**src/rtl/sat_alu_pkg.sv**
```systemverilog
// Package: operation codes shared by the saturating unit and its checker.
package sat_alu_pkg;
    typedef enum logic [3:0] {
        OP_SADD   = 4'd0,
        OP_SSUB   = 4'd1,
        OP_SDBL   = 4'd2,
        OP_UADD   = 4'd3,
        OP_USUB   = 4'd4,
        OP_SSATW  = 4'd5,
        OP_USATW  = 4'd6,
        OP_SSATH  = 4'd7,
        OP_USATH  = 4'd8,
        OP_ADDFLG = 4'd9
    } sat_op_t;
endpackage

```
**src/rtl/sat_addsub.sv**
```systemverilog
// Clamped add/subtract/doubling datapath.
// Purely combinational; assumes W >= 3. Reports a clamping event on hit.
module sat_addsub
    import sat_alu_pkg::*;
#(
    parameter int W = 32
) (
    input  logic [W-1:0] a,
    input  logic [W-1:0] b,
    input  sat_op_t      op,
    output logic [W-1:0] res,
    output logic         hit
);
    localparam logic [W-1:0] S_MAX = {1'b0, {(W-1){1'b1}}};
    localparam logic [W-1:0] S_MIN = {1'b1, {(W-1){1'b0}}};

    logic [W:0]   sum_x;
    logic [W:0]   dif_x;
    logic [W-1:0] clamp_a;
    logic         add_ov, sub_ov, dbl_hi, dbl_lo;

    // Overflow detection for the signed and unsigned forms.
    always_comb begin
        sum_x   = {1'b0, a} + {1'b0, b};
        dif_x   = {1'b0, a} - {1'b0, b};
        clamp_a = a[W-1] ? S_MIN : S_MAX;
        add_ov  = (a[W-1] == b[W-1]) && (sum_x[W-1] != a[W-1]);
        sub_ov  = (a[W-1] != b[W-1]) && (dif_x[W-1] != a[W-1]);
        dbl_hi  = !a[W-1] && a[W-2];
        dbl_lo  = a[W-1] && (!a[W-2] || (a[W-3:0] == '0));
    end

    // Result and event selection by operation.
    always_comb begin
        res = '0;
        hit = 1'b0;
        case (op)
            OP_SADD: begin
                res = add_ov ? clamp_a : sum_x[W-1:0];
                hit = add_ov;
            end
            OP_SSUB: begin
                res = sub_ov ? clamp_a : dif_x[W-1:0];
                hit = sub_ov;
            end
            OP_SDBL: begin
                res = dbl_hi ? S_MAX : (dbl_lo ? S_MIN : {a[W-2:0], 1'b0});
                hit = dbl_hi || dbl_lo;
            end
            OP_UADD: begin
                res = sum_x[W] ? '1 : sum_x[W-1:0];
                hit = sum_x[W];
            end
            OP_USUB: begin
                res = dif_x[W] ? '0 : dif_x[W-1:0];
                hit = dif_x[W];
            end
            OP_ADDFLG: begin
                res = sum_x[W-1:0];
                hit = add_ov;
            end
            default: begin
                res = '0;
                hit = 1'b0;
            end
        endcase
    end
endmodule

```
**src/rtl/sat_clamp.sv**
```systemverilog
// Saturates a signed W-bit value to bit position pos, signed or unsigned.
// Combinational; returns the low OUT_W bits of the clamped value.
module sat_clamp #(
    parameter int W     = 32,
    parameter int PW    = 5,
    parameter int OUT_W = 32
) (
    input  logic [W-1:0]     val,
    input  logic [PW-1:0]    pos,
    input  logic             uns,
    output logic [OUT_W-1:0] res,
    output logic             hit
);
    localparam logic [W-1:0] ONE = W'(1);

    logic [W-1:0] mask;
    logic [W-1:0] top;
    logic         top_pos, top_neg, u_big;

    // Limit mask and the value above the saturation position.
    always_comb begin
        mask    = (ONE << pos) - ONE;
        top     = W'($signed(val) >>> pos);
        top_pos = !top[W-1] && (top != '0);
        top_neg = top[W-1] && (top != '1);
        u_big   = !val[W-1] && (val > mask);
    end

    // Clamp selection.
    always_comb begin
        if (uns) begin
            res = val[W-1] ? '0 : (u_big ? mask[OUT_W-1:0] : val[OUT_W-1:0]);
            hit = val[W-1] || u_big;
        end else begin
            res = top_pos ? mask[OUT_W-1:0]
                          : (top_neg ? ~mask[OUT_W-1:0] : val[OUT_W-1:0]);
            hit = top_pos || top_neg;
        end
    end
endmodule

```
**src/rtl/sat_alu.sv**
```systemverilog
// Saturating arithmetic unit, top level.
// Registers the selected result and a sticky saturation flag each edge.
// Assumes synchronous active-low reset; inputs are valid every cycle.
module sat_alu
    import sat_alu_pkg::*;
#(
    parameter int DATA_W = 32
) (
    input  logic                        clk,
    input  logic                        rst_n,
    input  logic [3:0]                  opcode,
    input  logic [DATA_W-1:0]           op_a,
    input  logic [DATA_W-1:0]           op_b,
    input  logic [$clog2(DATA_W)-1:0]   sat_pos,
    input  logic                        q_clear,
    output logic [DATA_W-1:0]           result,
    output logic                        sat_flag
);
    localparam int POS_W  = $clog2(DATA_W);
    localparam int HALF_W = DATA_W / 2;
    localparam int NHALF  = 2;

    sat_op_t              op;
    logic [DATA_W-1:0]    as_res;
    logic                 as_hit;
    logic [DATA_W-1:0]    wd_res;
    logic                 wd_hit;
    logic [HALF_W-1:0]    hf_res [NHALF];
    logic [NHALF-1:0]     hf_hit;
    logic                 uns_sel;
    logic [DATA_W-1:0]    nxt_res;
    logic                 nxt_hit;

    assign op      = sat_op_t'(opcode);
    assign uns_sel = (op == OP_USATW) || (op == OP_USATH);

    sat_addsub #(.W(DATA_W)) u_addsub (
        .a(op_a), .b(op_b), .op(op), .res(as_res), .hit(as_hit)
    );

    sat_clamp #(.W(DATA_W), .PW(POS_W), .OUT_W(DATA_W)) u_word (
        .val(op_a), .pos(sat_pos), .uns(uns_sel), .res(wd_res), .hit(wd_hit)
    );

    // One clamp per halfword lane on the sign-extended half.
    for (genvar g = 0; g < NHALF; g++) begin : g_half
        logic [DATA_W-1:0] ext;
        assign ext = {{(DATA_W-HALF_W){op_a[g*HALF_W+HALF_W-1]}},
                      op_a[g*HALF_W +: HALF_W]};
        sat_clamp #(.W(DATA_W), .PW(POS_W), .OUT_W(HALF_W)) u_hclamp (
            .val(ext), .pos(sat_pos), .uns(uns_sel),
            .res(hf_res[g]), .hit(hf_hit[g])
        );
    end

    // Pick the unit that serves the current operation.
    always_comb begin
        case (op)
            OP_SSATW, OP_USATW: begin
                nxt_res = wd_res;
                nxt_hit = wd_hit;
            end
            OP_SSATH, OP_USATH: begin
                nxt_res = {hf_res[1], hf_res[0]};
                nxt_hit = |hf_hit;
            end
            default: begin
                nxt_res = as_res;
                nxt_hit = as_hit;
            end
        endcase
    end

    // Result register and sticky flag; a new event outranks a clear.
    always_ff @(posedge clk) begin
        if (!rst_n) begin
            result   <= '0;
            sat_flag <= 1'b0;
        end else begin
            result   <= nxt_res;
            sat_flag <= nxt_hit || (sat_flag && !q_clear);
        end
    end
endmodule

```
**config.mk**
```make
export PLATFORM = sky130hd
export DESIGN_NAME = sat_alu
export DESIGN_NICKNAME = d
export VERILOG_FILES = /design/src/rtl/sat_alu_pkg.sv /design/src/rtl/sat_addsub.sv /design/src/rtl/sat_clamp.sv /design/src/rtl/sat_alu.sv
export SDC_FILE = /design/constraint.sdc
export NUM_CORES = 1
export LEC_CHECK = 0
export ABC_AREA = 1
export ABC_CLOCK_PERIOD_IN_PS = 9900
export BUFFER_PORTS_ARGS = -buffer_cell sky130_fd_sc_hd__buf_4
export CAP_MARGIN = 25
export CORE_ASPECT_RATIO = 1.1
export CORE_MARGIN = 3
export CORE_UTILIZATION = 30
export CTS_CLUSTER_DIAMETER = 50
export DETAILED_ROUTE_END_ITERATION = 8
export GPL_TIMING_DRIVEN = 0
export PLACE_DENSITY = 0.46
export SETUP_SLACK_MARGIN = 0.4
export SLEW_MARGIN = 5
export SYNTH_ARGS = -nofsm -noshare
export SYNTH_HDL_FRONTEND = slang
export SYNTH_SLANG_ARGS = --single-unit
```
**constraint.sdc**
```tcl
create_clock -name clk -period 9.9 [get_ports clk]
set_input_delay 1.98 -clock clk [delete_from_list [all_inputs] [get_ports clk]]
set_output_delay 1.98 -clock clk [all_outputs]
set_load 0.01 [all_outputs]
```
# Word level (Yosys, flattened, before mapping)
# Cells that the tools add are included.
# op_classes
reduce_logical	40
n_lt_le_gt_ge	3
mux	29
shifts	4
eq_ne	16
add_sub_neg	3
bitwise	2
# ops
cell	n
$mux W32	12
$pmux W32 S6	1
$mux W16	10
$gt A32 B32 Y1	3
$ne A32 B32 Y1 const B	3
$reduce_bool A32 Y1	3
$pmux W32 S2	1
$sshr A16 B5 Y32	2
$add A32 B32 Y33	1
$sub A32 B32 Y33	1
$not A32 Y32	1
$shl A1 B5 Y32 const A	1
$sshr A32 B5 Y32	1
$sub A32 B1 Y32 const B	1
$logic_not A30 Y1	1
$eq A4 B3 Y1 const B	4
$not A16 Y16	1
$logic_and A1 B1 Y1	14
$logic_or A1 B1 Y1	10
$eq A4 B2 Y1 const B	2
$eq A4 B4 Y1 const B	2
$reduce_or A2 Y1	4
$logic_not A1 Y1	7
$pmux W1 S5	1
6 further kinds	10
# word_totals
output_inout_bits	33
inputBits	76
wordCells	99
register_bits	33

# Logic depth before layout (Yosys ltp)
# depth
depth_word	9
depth_mapped	38
mapped_depth_nobuf	35

# By module
# Synthesis repeated with hierarchy kept, for this count alone.
# unflattened
cells_unflattened	4616
area_unflattened_um2	23152.2
# modules_own_cells
module	instances	cells_per_inst	area_each_um2
sat_addsub	1	1423	7008.0
sat_clamp at u_word	1	1037	5290.1
sat_clamp at g_half[0].u_hclamp	1	939	4591.9
sat_clamp at g_half[1].u_hclamp	1	944	4505.6
sat_alu	1	273	1756.7

# Least setup slack after synthesis
# OpenSTA, ideal clock, no wires.
# synth_timing
path_type	input port to flip-flop
startpoint	input port sat_pos[3]
endpoint	register result[1]
t_required_ps	9791
path_stages	35
path_slack_ps	3792
setup_ps	109
n_path_buf	3
arrival_ps	5999
path_cell_list	buf_4 > nor2_4 > inv_1 > clkbuf_1 > nor2_1 > clkinv_1 > ha_1 > nand3_1 > inv_2 > nand2_1 > nor2_8 > nand3_4 > nor2_2 > nand4_1 > xor2_1 > inv_1 > ha_1 > nand2_1 > nor2_1 > nand4_1 > nor2_1 > nand3_1 > nor2_1 > nand4_1 > nor2_1 > nor2_1 > nand2_2 > nand2_2 > buf_4 > nand3_1 > nand3_1 > nand2_1 > nand3_1 > nand2_1 > inv_1
# synth_via
elab_chain_cells	8
word_cells_on_any_way	31
# synth_rtl
item	line	source
start, declared	sat_alu.sv:14	input logic [$clog2(DATA_W)-1:0] sat_pos,
$shl A1 B5 Y32	sat_clamp.sv:22	mask = (ONE << pos) - ONE;
$sub A32 B1 Y32	sat_clamp.sv:22	
$gt A32 B32 Y1	sat_clamp.sv:26	u_big = !val[W-1] && (val > mask);
$logic_and A1 B1 Y1	sat_clamp.sv:26	
$mux W16 or $mux W32 (tied branches) (2 in a row)	sat_clamp.sv:32	res = val[W-1] ? '0 : (u_big ? mask[OUT_W-1:0] : val[OUT_W-1:0]);
$mux W16 or $mux W32 (tied branches)	sat_clamp.sv:31	if (uns) begin
$pmux W32 S2 (*)	sat_alu.sv:58	case (op)
end signal, assigned	sat_alu.sv:80	result <= nxt_res;
end, declared	sat_alu.sv:16	output logic [DATA_W-1:0] result,
# Every way passes the cells marked *; elsewhere a longest branch is shown, timed or not.
# A chain may end at the register's enable or synchronous reset.

# Final worst setup path
# layout_timing
startpoint	input port sat_pos[3]
endpoint	register result[29]
# Same word-level chain as after synthesis.

==> results.md <==
- Status: finished, final reports clean
- Final Skew: 0 ns
- Worst hold path class: reg -> reg
- Fin area: approximately 0.016 sq mm
- WS Path Type: in -> reg
- Hold slack: between 0.7 and 0.8 ns
- Die area: a little over 0.05 sq mm
- Critical Path AT: 8.77 ns
- Final min period: between 8 and 9 ns
- Io pins: between 100 and 150
- Layout cells sized above 1: 0.09674
- Clock sinks: 33
- Vias in the first global route: around 18000
- # fillers: 5687
- Die Y: between 200 and 250 microns
- Rows: 84
- Total wire length: 80230 microns
- DRC Markers: 0
- Lkg Pwr: 8.360 nW
- CP Launch Type: input pin
- Root buffer cell: clkbuf_16
- Worst Path Max Fanout: 10
- H-tree depth: 2
- Register area: ~660 sq um
- CP most frequent cell: nor2_1
- Nets: ~3000
- Cell Area, Placed: 0.01617 sq mm
- Unrepaired setup endpoints after global routing: false
- # setup viols final: 0
- Die W: ~220 microns
- Post-Synthesis Cells: about 2700
- DR WL/cell: ~23 microns
- Clock Path Buffers: 2
- Port bufs: about 110
- Period utilization: 0.8612
- Setup WS post-layout: around 1.4 ns
- Core area: around 0.048 sq mm
- Final GP Congestion: 1.029
- Worst endpoint required time: just over 10 ns
- Cell Pwr Density: ~80 mW/mm^2
- CTS buffer count: 5
- Layout area overhead: 12.04%
- Dpl ws: 1.215 ns
- Commonest non-fill, non-tap cell in the layout: nand2_1
- Synth warn: 0
- Pwr Total: roughly 0.0013 W
- Max Transition Viols Final: 0
- First-pass GRT wire length: about 120000 microns
- Initial antenna violation count: 2
- Number of diodes: 0
- #FFs+latches synth: 33
- Endpoints failing hold: 0
- HPWL Detailed: approximately 67000 microns
- Slowest CP cell: clkinv_1
- Worst Max-Slew Pin Slew: ~1.0 ns
- Max VDD drop: approximately 57 uV
- Final setup TNS: 0 ns
- Gates resized, CTS repair: 0
- Async set-reset flop share out of synthesis: 0
- Syn Area/Cell: between 5 and 6 sq um
- Pre-Repair DR Iteration Count: 6
- Post-synth EDFFs: 0
- Final ANT Viol Nets: 0
- GRT Util Overall: 0.2997
- Pin count of the biggest net entering global routing: 22
- Number of hold buffers added after CTS: 0
- Post-synthesis cell type count: 58
- CTS tree: yes
- Most used DFF post-synth: dfxtp_1
- Post-CTS setup buffer count: 0
- Crit-path max cell delay: 0.66 ns
- Multi-input logic area: 0.01195 sq mm
- Congestion Overflow GR: 0
- Largest delay share family, worst path: simple AND/OR/NAND/NOR gates
- Via-to-Cell Ratio: about 5.6
- Slew HR: 0.3052
- Sum of buffers and inverters on the critical path: 8
- Starting DRT DRC Count: roughly 1800
- Post-Syn Area: approximately 0.015 sq mm
- Worst skew pair latency: roughly 0.30 ns
- Most frequent cells in the layout: 738 x nand2_1, 414 x nand3_1, 304 x inv_1, 198 x nor2_1, 192 x a21oi_1
- Sequential-to-total area share from yosys stat: 0.04535
- Clk pin slew, worst setup/hold paths: around 0.06 ns
- Via Count: about 19000
- Max-cap violations: 0
- Initial core utilization: 0.3040
- Max Fclk: 0.1173 GHz
- Worst setup EP type: flop
-- cells in the mapped netlist, drive strengths merged, types with 2 or more instances --
| library cell | count | share of area |
|---|---|---|
| nor4 | 13 | 0.0056 |
| a21oi | 193 | 0.067 |
| clkbuf | 53 | 0.014 |
| a31oi | 10 | 0.0043 |
| o21bai | 11 | 0.0057 |
| a211oi | 11 | 0.0057 |
| xnor2 | 4 | 0.0024 |
| xor2 | 52 | 0.031 |
| nor3b | 4 | 0.0021 |
| o211ai | 21 | 0.011 |
| and3 | 2 | 0.00086 |
| or2 | 4 | 0.0017 |
| o21ai | 139 | 0.048 |
| inv | 318 | 0.082 |
| a41oi | 6 | 0.0036 |
| nand2 | 755 | 0.20 |
| o2111ai | 5 | 0.0030 |
| nand3 | 424 | 0.15 |
| o22ai | 2 | 0.00086 |
| a21o | 11 | 0.0057 |
| dfxtp | 33 | 0.045 |
| o221ai | 3 | 0.0018 |
| o21a | 8 | 0.0041 |
| o31ai | 2 | 0.0010 |
| a21boi | 6 | 0.0031 |
| fa | 3 | 0.0041 |
| a221oi | 3 | 0.0018 |
| nor4b | 2 | 0.0012 |
| ha | 138 | 0.12 |
| nor3 | 33 | 0.013 |
| nand3b | 6 | 0.0031 |
| buf | 92 | 0.038 |
| clkinv | 3 | 0.00077 |
| and2 | 3 | 0.0013 |
| nand4 | 113 | 0.052 |
| nor2 | 217 | 0.064 |
-- layer usage --
| metal | up-vias | wire length (microns) | share of wire | track usage |
|---|---|---|---|---|
| met1 | 8972 | 31520 | 0.39 | 0.3501 |
| met4 | 2 | 5618 | 0.070 | 0.1825 |
| li1 | 9291 | - | - | - |
| met2 | 831 | 38610 | 0.48 | 0.5327 |
| met3 | 233 | 4463 | 0.056 | 0.02387 |
| met5 | - | 13 | 0.00016 | 0 |
-- logic make-up (layout without fill, tap and decap cells) --
group,count (synthesis),count (layout),synth area share
simple gates,1576,1576,0.4957
buf+inv,466,581,0.1348
compound gates,433,433,0.1677
fa+ha+maj,141,141,0.1226
xor+xnor,56,56,0.03367
flops,33,33,0.04535
other cells,1,2,0.0002574
-- sequential cells by signal (all words and copies together), names as in the netlist --
register  flops
result       32
sat_flag      1
-- report_power, final --
part / switching (W) / leakage [nW] / internal (W)
registers: 0.00000708 / 0.271 / 0.000148
logic: 0.000703 / 8.02 / 0.000309
clock network: 0.0000694 / 0.0696 / 0.0000924
-- worst min-delay path: cells and delay by family, from the launching register on --
kind,cells,cell delay (ns)
flops,1,0.34
simple gates,4,0.39
-- final cells by class --
class                      instances  area share
clock buffer                       5    0.007666
multi-input combinational       2208      0.7320
tap                              645     0.04944
buffer                           145     0.04615
inverter                         321     0.07413
clock inverter                     3    0.001073
sequential                        33     0.04048
timing repair buffer             107     0.04906
-- final timing paths --
kind | from | cells past startpoint | end | slack, ns
hold reg to reg | sat_flag | 4 | sat_flag | 0.77
hold / removal | sat_flag | 4 | sat_flag | 0.77
setup / recovery | sat_pos[3] | 34 | result[29] | 1.37
setup reg to reg | sat_flag | 4 | sat_flag | 9.06
-- per-stage QoR --
step                      std cells  utilization
after floorplan                2707            -
after global routing           3467       0.3406
after global placement         3457       0.3373
final                          3467       0.3406
after CTS                      3466       0.3405
after detailed placement       3458       0.3375
Note: power is estimated with default switching activity, not from simulation.
